==> src/rtl/gain_ramp_pkg.sv <==
package gain_ramp_pkg;
  localparam int NUM_CH = 2;  // index 0 = right (low field), 1 = left

  typedef enum logic [1:0] {
    ST_ACTIVE    = 2'd0,
    ST_RAMP_DOWN = 2'd1,
    ST_MUTED     = 2'd2,
    ST_RAMP_UP   = 2'd3
  } ch_state_e;
endpackage

==> src/rtl/gain_ramp_regs.sv <==
module gain_ramp_regs
  import gain_ramp_pkg::*;
#(
  parameter int CODE_W   = 7,
  parameter int RST_CODE = 'h57,
  localparam int FIELD_W = CODE_W + 1,
  localparam int WORD_W  = NUM_CH * FIELD_W
) (
  input  logic                           clk_i,
  input  logic                           rst_ni,
  input  logic                           wr_en_i,
  input  logic [WORD_W-1:0]              wr_data_i,
  output logic [NUM_CH-1:0]              mute_o,
  output logic [NUM_CH-1:0][CODE_W-1:0]  target_o
);
  logic [WORD_W-1:0] word_q;

  always_ff @(posedge clk_i or negedge rst_ni) begin
    if (!rst_ni) begin
      for (int ch = 0; ch < NUM_CH; ch++)
        word_q[ch*FIELD_W +: FIELD_W] <= {1'b1, CODE_W'(RST_CODE)};
    end else if (wr_en_i) begin
      word_q <= wr_data_i;
    end
  end

  for (genvar ch = 0; ch < NUM_CH; ch++) begin : g_field
    assign mute_o[ch]   = word_q[ch*FIELD_W + CODE_W];
    assign target_o[ch] = word_q[ch*FIELD_W +: CODE_W];
  end

  // a write lands in the register on the next edge
  assert_write_lands_R2: assert property (@(posedge clk_i) disable iff (!rst_ni)
    wr_en_i |=> word_q == $past(wr_data_i));
  assert_hold_no_write_R2: assert property (@(posedge clk_i) disable iff (!rst_ni)
    !wr_en_i |=> $stable(word_q));
endmodule

==> src/rtl/gain_ramp_chan.sv <==
module gain_ramp_chan
  import gain_ramp_pkg::*;
#(
  parameter int CODE_W   = 7,
  parameter int MIN_CODE = 7
) (
  input  logic              clk_i,
  input  logic              rst_ni,
  input  logic              step_i,
  input  logic              mute_i,
  input  logic [CODE_W-1:0] target_i,
  output logic [CODE_W-1:0] gain_o,
  output logic              muted_o
);
  localparam logic [CODE_W-1:0] MIN_C = CODE_W'(MIN_CODE);
  localparam logic [CODE_W-1:0] ONE_C = CODE_W'(1);

  ch_state_e         state_q, state_d;
  logic [CODE_W-1:0] gain_q, gain_d;
  logic              mute_req;

  // sub-floor target codes count as a mute request
  assign mute_req = mute_i || (target_i < MIN_C);

  always_comb begin
    state_d = state_q;
    gain_d  = gain_q;
    if (step_i) begin
      if (mute_req) begin
        if (state_q != ST_MUTED) begin
          if (gain_q <= MIN_C) begin
            state_d = ST_MUTED;
          end else begin
            gain_d  = gain_q - ONE_C;
            state_d = ST_RAMP_DOWN;
          end
        end
      end else if (state_q == ST_MUTED) begin
        // leave mute at the floor, climb on later ticks
        state_d = (target_i == MIN_C) ? ST_ACTIVE : ST_RAMP_UP;
      end else if (gain_q < target_i) begin
        gain_d  = gain_q + ONE_C;
        state_d = (gain_q + ONE_C == target_i) ? ST_ACTIVE : ST_RAMP_UP;
      end else if (gain_q > target_i) begin
        gain_d  = gain_q - ONE_C;
        state_d = (gain_q - ONE_C == target_i) ? ST_ACTIVE : ST_RAMP_DOWN;
      end else begin
        state_d = ST_ACTIVE;
      end
    end
  end

  always_ff @(posedge clk_i or negedge rst_ni) begin
    if (!rst_ni) begin
      state_q <= ST_MUTED;
      gain_q  <= MIN_C;
    end else begin
      state_q <= state_d;
      gain_q  <= gain_d;
    end
  end

  assign gain_o  = gain_q;
  assign muted_o = (state_q == ST_MUTED);

  assert_hold_no_step_R3: assert property (@(posedge clk_i) disable iff (!rst_ni)
    !step_i |=> $stable(gain_q) && $stable(state_q));
  assert_one_code_R3: assert property (@(posedge clk_i) disable iff (!rst_ni)
    step_i |=> (gain_q == $past(gain_q)) || (gain_q == $past(gain_q) + ONE_C)
               || (gain_q == $past(gain_q) - ONE_C));
  assert_muted_at_floor_R4: assert property (@(posedge clk_i) disable iff (!rst_ni)
    muted_o |-> gain_q == MIN_C);
  assert_mute_entry_R4: assert property (@(posedge clk_i) disable iff (!rst_ni)
    $rose(muted_o) |-> $past(gain_q) == MIN_C && $past(step_i) && $past(mute_req));
  assert_unmute_floor_R5: assert property (@(posedge clk_i) disable iff (!rst_ni)
    $fell(muted_o) |-> gain_q == MIN_C && $past(!mute_req));
  assert_floor_R9: assert property (@(posedge clk_i) disable iff (!rst_ni)
    gain_q >= MIN_C);
endmodule

==> src/rtl/gain_ramp_ctrl.sv <==
module gain_ramp_ctrl
  import gain_ramp_pkg::*;
#(
  parameter int CODE_W   = 7,
  parameter int MIN_CODE = 7,
  parameter int RST_CODE = 'h57,
  localparam int WORD_W  = NUM_CH * (CODE_W + 1)
) (
  input  logic              clk_i,
  input  logic              rst_ni,
  input  logic              wr_en_i,
  input  logic [WORD_W-1:0] wr_data_i,
  input  logic              step_i,
  output logic [CODE_W-1:0] gain_l_o,
  output logic [CODE_W-1:0] gain_r_o,
  output logic              muted_l_o,
  output logic              muted_r_o
);
  logic [NUM_CH-1:0]             mute_w;
  logic [NUM_CH-1:0][CODE_W-1:0] target_w;
  logic [NUM_CH-1:0][CODE_W-1:0] gain_w;
  logic [NUM_CH-1:0]             muted_w;

  gain_ramp_regs #(
    .CODE_W   (CODE_W),
    .RST_CODE (RST_CODE)
  ) u_regs (
    .clk_i     (clk_i),
    .rst_ni    (rst_ni),
    .wr_en_i   (wr_en_i),
    .wr_data_i (wr_data_i),
    .mute_o    (mute_w),
    .target_o  (target_w)
  );

  for (genvar ch = 0; ch < NUM_CH; ch++) begin : g_chan
    gain_ramp_chan #(
      .CODE_W   (CODE_W),
      .MIN_CODE (MIN_CODE)
    ) u_chan (
      .clk_i    (clk_i),
      .rst_ni   (rst_ni),
      .step_i   (step_i),
      .mute_i   (mute_w[ch]),
      .target_i (target_w[ch]),
      .gain_o   (gain_w[ch]),
      .muted_o  (muted_w[ch])
    );
  end

  assign gain_r_o  = gain_w[0];
  assign gain_l_o  = gain_w[1];
  assign muted_r_o = muted_w[0];
  assign muted_l_o = muted_w[1];
endmodule

==> config.mk <==
export PLATFORM = sky130hd
export DESIGN_NAME = gain_ramp_ctrl
export DESIGN_NICKNAME = d
export VERILOG_FILES = /design/src/rtl/gain_ramp_pkg.sv /design/src/rtl/gain_ramp_regs.sv /design/src/rtl/gain_ramp_chan.sv /design/src/rtl/gain_ramp_ctrl.sv
export SDC_FILE = /design/constraint.sdc
export NUM_CORES = 1
export LEC_CHECK = 0
export BUFFER_PORTS_ARGS = -buffer_cell sky130_fd_sc_hd__buf_2
export CAP_MARGIN = 0
export CORE_AREA = 5 5 113 115
export DETAILED_ROUTE_END_ITERATION = 7
export DIE_AREA = 0 0 118 120
export PLACE_DENSITY = 0.44
export SLEW_MARGIN = 5
export SYNTH_ARGS = -nofsm -noshare
export SYNTH_HDL_FRONTEND = slang
export SYNTH_SLANG_ARGS = --single-unit
==> constraint.sdc <==
create_clock -name clk_i -period 6.1 [get_ports clk_i]
set_input_delay 0.915 -clock clk_i [delete_from_list [all_inputs] [get_ports clk_i]]
set_output_delay 0.915 -clock clk_i [all_outputs]
set_load 0.1 [all_outputs]
==> results_dict.tcl <==
set metrics [dict create \
    status "completed" \
    max-cap-violations 0 \
    cts_tree "yes" \
    clock_sinks 34 \
    antenna_found_initial 0 \
    worstSetupStartpoint "u_regs.word_q[2]" \
    globalplace.congestion 0.882 \
    synth-edff-count 0 \
    power.density_nw_per_um2 589 \
    drv_slew 0 \
    hold_depth 2 \
    mostFrequentLayoutCells "35 x buf_2, 34 x nand2_1, 26 x o21ai_0, 23 x xnor2_1, 22 x inv_1" \
    synth_top_family_by_area "simple AND/OR/NAND/NOR gates" \
    initial_core_util_pct 24.2 \
    start_kind "register" \
    synthXorXnorAreaFrac_pct 9.90 \
    cts-root-buf "clkbuf_16" \
    grt_usage_pct 11.2 \
    placed_area_um2 3120 \
    coreArea_um2 11700 \
    ys_seq_area_share_pct 30.9 \
    syn_area_per_cell_um2 8.69 \
    grt-ovfl-total 0 \
    worstSetupPathType "register to register" \
    final-setup-viol-count 0 \
    synth.distinct_cells 61 \
    skew_ps 8.23 \
    hold_viol_final 0 \
    dieArea_um2 14200 \
    synth_ff_type "dfstp_2" \
    hp-class "register to register" \
    netlist_instances 326 \
    rrSetupSlack_ps 3580 \
    drcViolationCount 0 \
    synth_seq_cells 34 \
    holdCritStartpoint "g_chan[0].u_chan.state_q[1]" \
    drtPass1Iterations 4 \
    drive_gt1_share_pct 23.4 \
    cts_hold_buf 0 \
    required_ps 6250 \
    grt_max_degree 35 \
    yosys_warnings 0 \
    dr.first_iter.drc_count 107 \
    fin_nets 392 \
    reg2reg_to "g_chan[0].u_chan.gain_o[3]" \
    ios 36 \
    n_antenna_cell 0 \
    clk_pin_slew_worst_paths_ps 60 \
    fillers 1288 \
    p_leak_nw 1.35 \
    ant_nets 0 \
    hpwl_um 5960 \
    worstPathMaxFanout 8 \
    via_per_inst 4.94 \
    wl_per_cell_um 15.4 \
    post-cts-setup-buffer-count 0 \
    synth_nets 364 \
    synth_mux_area_share_pct 3.71 \
    worstSkewPairLatency_ps 280 \
    die_x_um 118 \
    num_rows 40 \
    ctsHtreeMaxLevel 2 \
    fmax_mhz 396 \
    synth-compound-area-share_pct 18.1 \
    final_common_cell "buf_2" \
    cts_buffers 5 \
    cts.repair.resized 0 \
    arrival_ps 2670 \
    rsz0062_at_grt "no" \
    fin_cells 502 \
    final_cell_area_um2 3270 \
    min_period_over_period_pct 41.4 \
    grt_pass1_wl_um 13200 \
    synthAdderAreaFrac_pct 7.95 \
    placedCellCount 494 \
    tns_ps 0 \
    critPathCaptureType "register" \
    vias 2480 \
    grt_pass1_vias 2567 \
    cts_buffer_depth 2 \
    slew_headroom_pct 46.7 \
    drt_wl_total_um 7720 \
    synth-simple-area-share_pct 24.0 \
    vdd_ir_drop_max_v 0.000405 \
    io_buffers 35 \
    fin_crit_ps 2520 \
    reg2reg_depth 8 \
    area_growth_pct 15.6 \
    worstMarginPinSlew_ps 799 \
    dieHeight_um 120 \
    synth-async-reset-ratio_pct 100 \
    synthesis.area_um2 2830 \
    min_to "g_chan[0].u_chan.state_q[1]" \
    timing.rr.start "u_regs.word_q[2]" \
]
## kinds of logic after synthesis
group           count (synthesis)
compound gates                 75
xor+xnor                       32
fa+ha+maj                      18
buf+inv                        36
flops                          34
mux                             9
simple gates                  122
## metrics by stage
step / util, % / hold WS, ps / setup slack, ps / total power [W]
6_report: 27.9 / 509 / 3580 / 0.00193
5_1_grt: 27.9 / 529 / 3420 / 0.00207
3_3_place_gp: 26.7 / 492 / 3620 / 0.00167
4_1_cts: 27.9 / 502 / 3570 / 0.00194
3_5_place_dp: 26.7 / 496 / 3580 / 0.00167
2_1_floorplan: - / 475 / 3340 / 0.00145
## layer usage
| layer | part of all wire [%] | up-vias | wire [µm] | track usage (%) |
|---|---|---|---|---|
| met3 | 3.0 | 6 | 232 | 2.21 |
| met2 | 50 | 34 | 3890 | 19.7 |
| met1 | 45 | 1203 | 3510 | 14.3 |
| met4 | 1.1 | 0 | 83 | 2.37 |
| met5 | 0 | - | 0 | 0 |
| li1 | - | 1237 | - | - |
## sequential cells by signal (all words and copies together), names as in the netlist
| register | flops |
|---|---|
| g_chan.u_chan.state_q | 4 |
| u_regs.word_q | 16 |
| g_chan.u_chan.gain_o | 14 |
## worst max-delay path, cell delays in order, from the launching register on
cell and delay [ps]:
dfstp_2 580, inv_1 80, ha_1 310, a21oi_1 190, a21boi_0 110, or3b_4 390
a311oi_4 450, nand2_1 130, xnor2_1 150
## synth_stat cells (3+ instances only)
cell type  instances  share of area (%)
o211ai_1           8                2.1
ha_1              18                8.0
xor2_1             9                2.8
nor2_1            16                2.1
o21ai_0           26                4.6
xnor2_1           23                7.1
inv_1             22                2.9
nor2b_1            5                1.1
mux2_2             4                1.6
dfrtp_1           14                 12
nor3_1             4               0.71
nand4_1           11                2.4
buf_2              4               0.71
nand3_1           12                2.1
a21o_1             4                1.1
and3_1             4               0.88
clkbuf_1           7               0.93
a21oi_2            3               0.93
a31oi_1            6                1.3
nor3b_1            3               0.80
mux2i_1            3                1.1
nand2b_1           9                2.0
a21oi_1            8                1.4
dfstp_2           20                 19
nor4_1             6                1.3
nand2_1           34                4.5
## worst max-delay path by stage
| stage | slack, ps | cells past startpoint | end |
|---|---|---|---|
| final | 3580 | 8 | g_chan[0].u_chan.gain_o[3] |
| after global routing | 3420 | 8 | g_chan[0].u_chan.gain_o[5] |
| after global placement | 3620 | 8 | g_chan[0].u_chan.gain_o[4] |
| after CTS | 3570 | 8 | g_chan[0].u_chan.gain_o[3] |
| after floorplan | 3340 | 7 | g_chan[0].u_chan.gain_o[6] |
| after detailed placement | 3580 | 8 | g_chan[0].u_chan.gain_o[3] |
## report_power, final
part           total [W]  internal, W  switching [W]
registers       0.000486     0.000325       0.000161
logic            0.00118     0.000371       0.000804
clock network   0.000265     0.000162       0.000103
## cell type report
| type | count | area (µm²) | area share (%) |
|---|---|---|---|
| multi-input cells | 256 | 1800 | 55.1 |
| inverters | 22 | 82.6 | 2.52 |
| clock buffers | 6 | 139 | 4.24 |
| clock inverters | 2 | 12.5 | 0.382 |
| flip-flops and latches | 34 | 876 | 26.8 |
| well taps | 147 | 184 | 5.62 |
| repair buffers | 35 | 175 | 5.35 |
No activity file was read; power rests on OpenSTA's default activity.
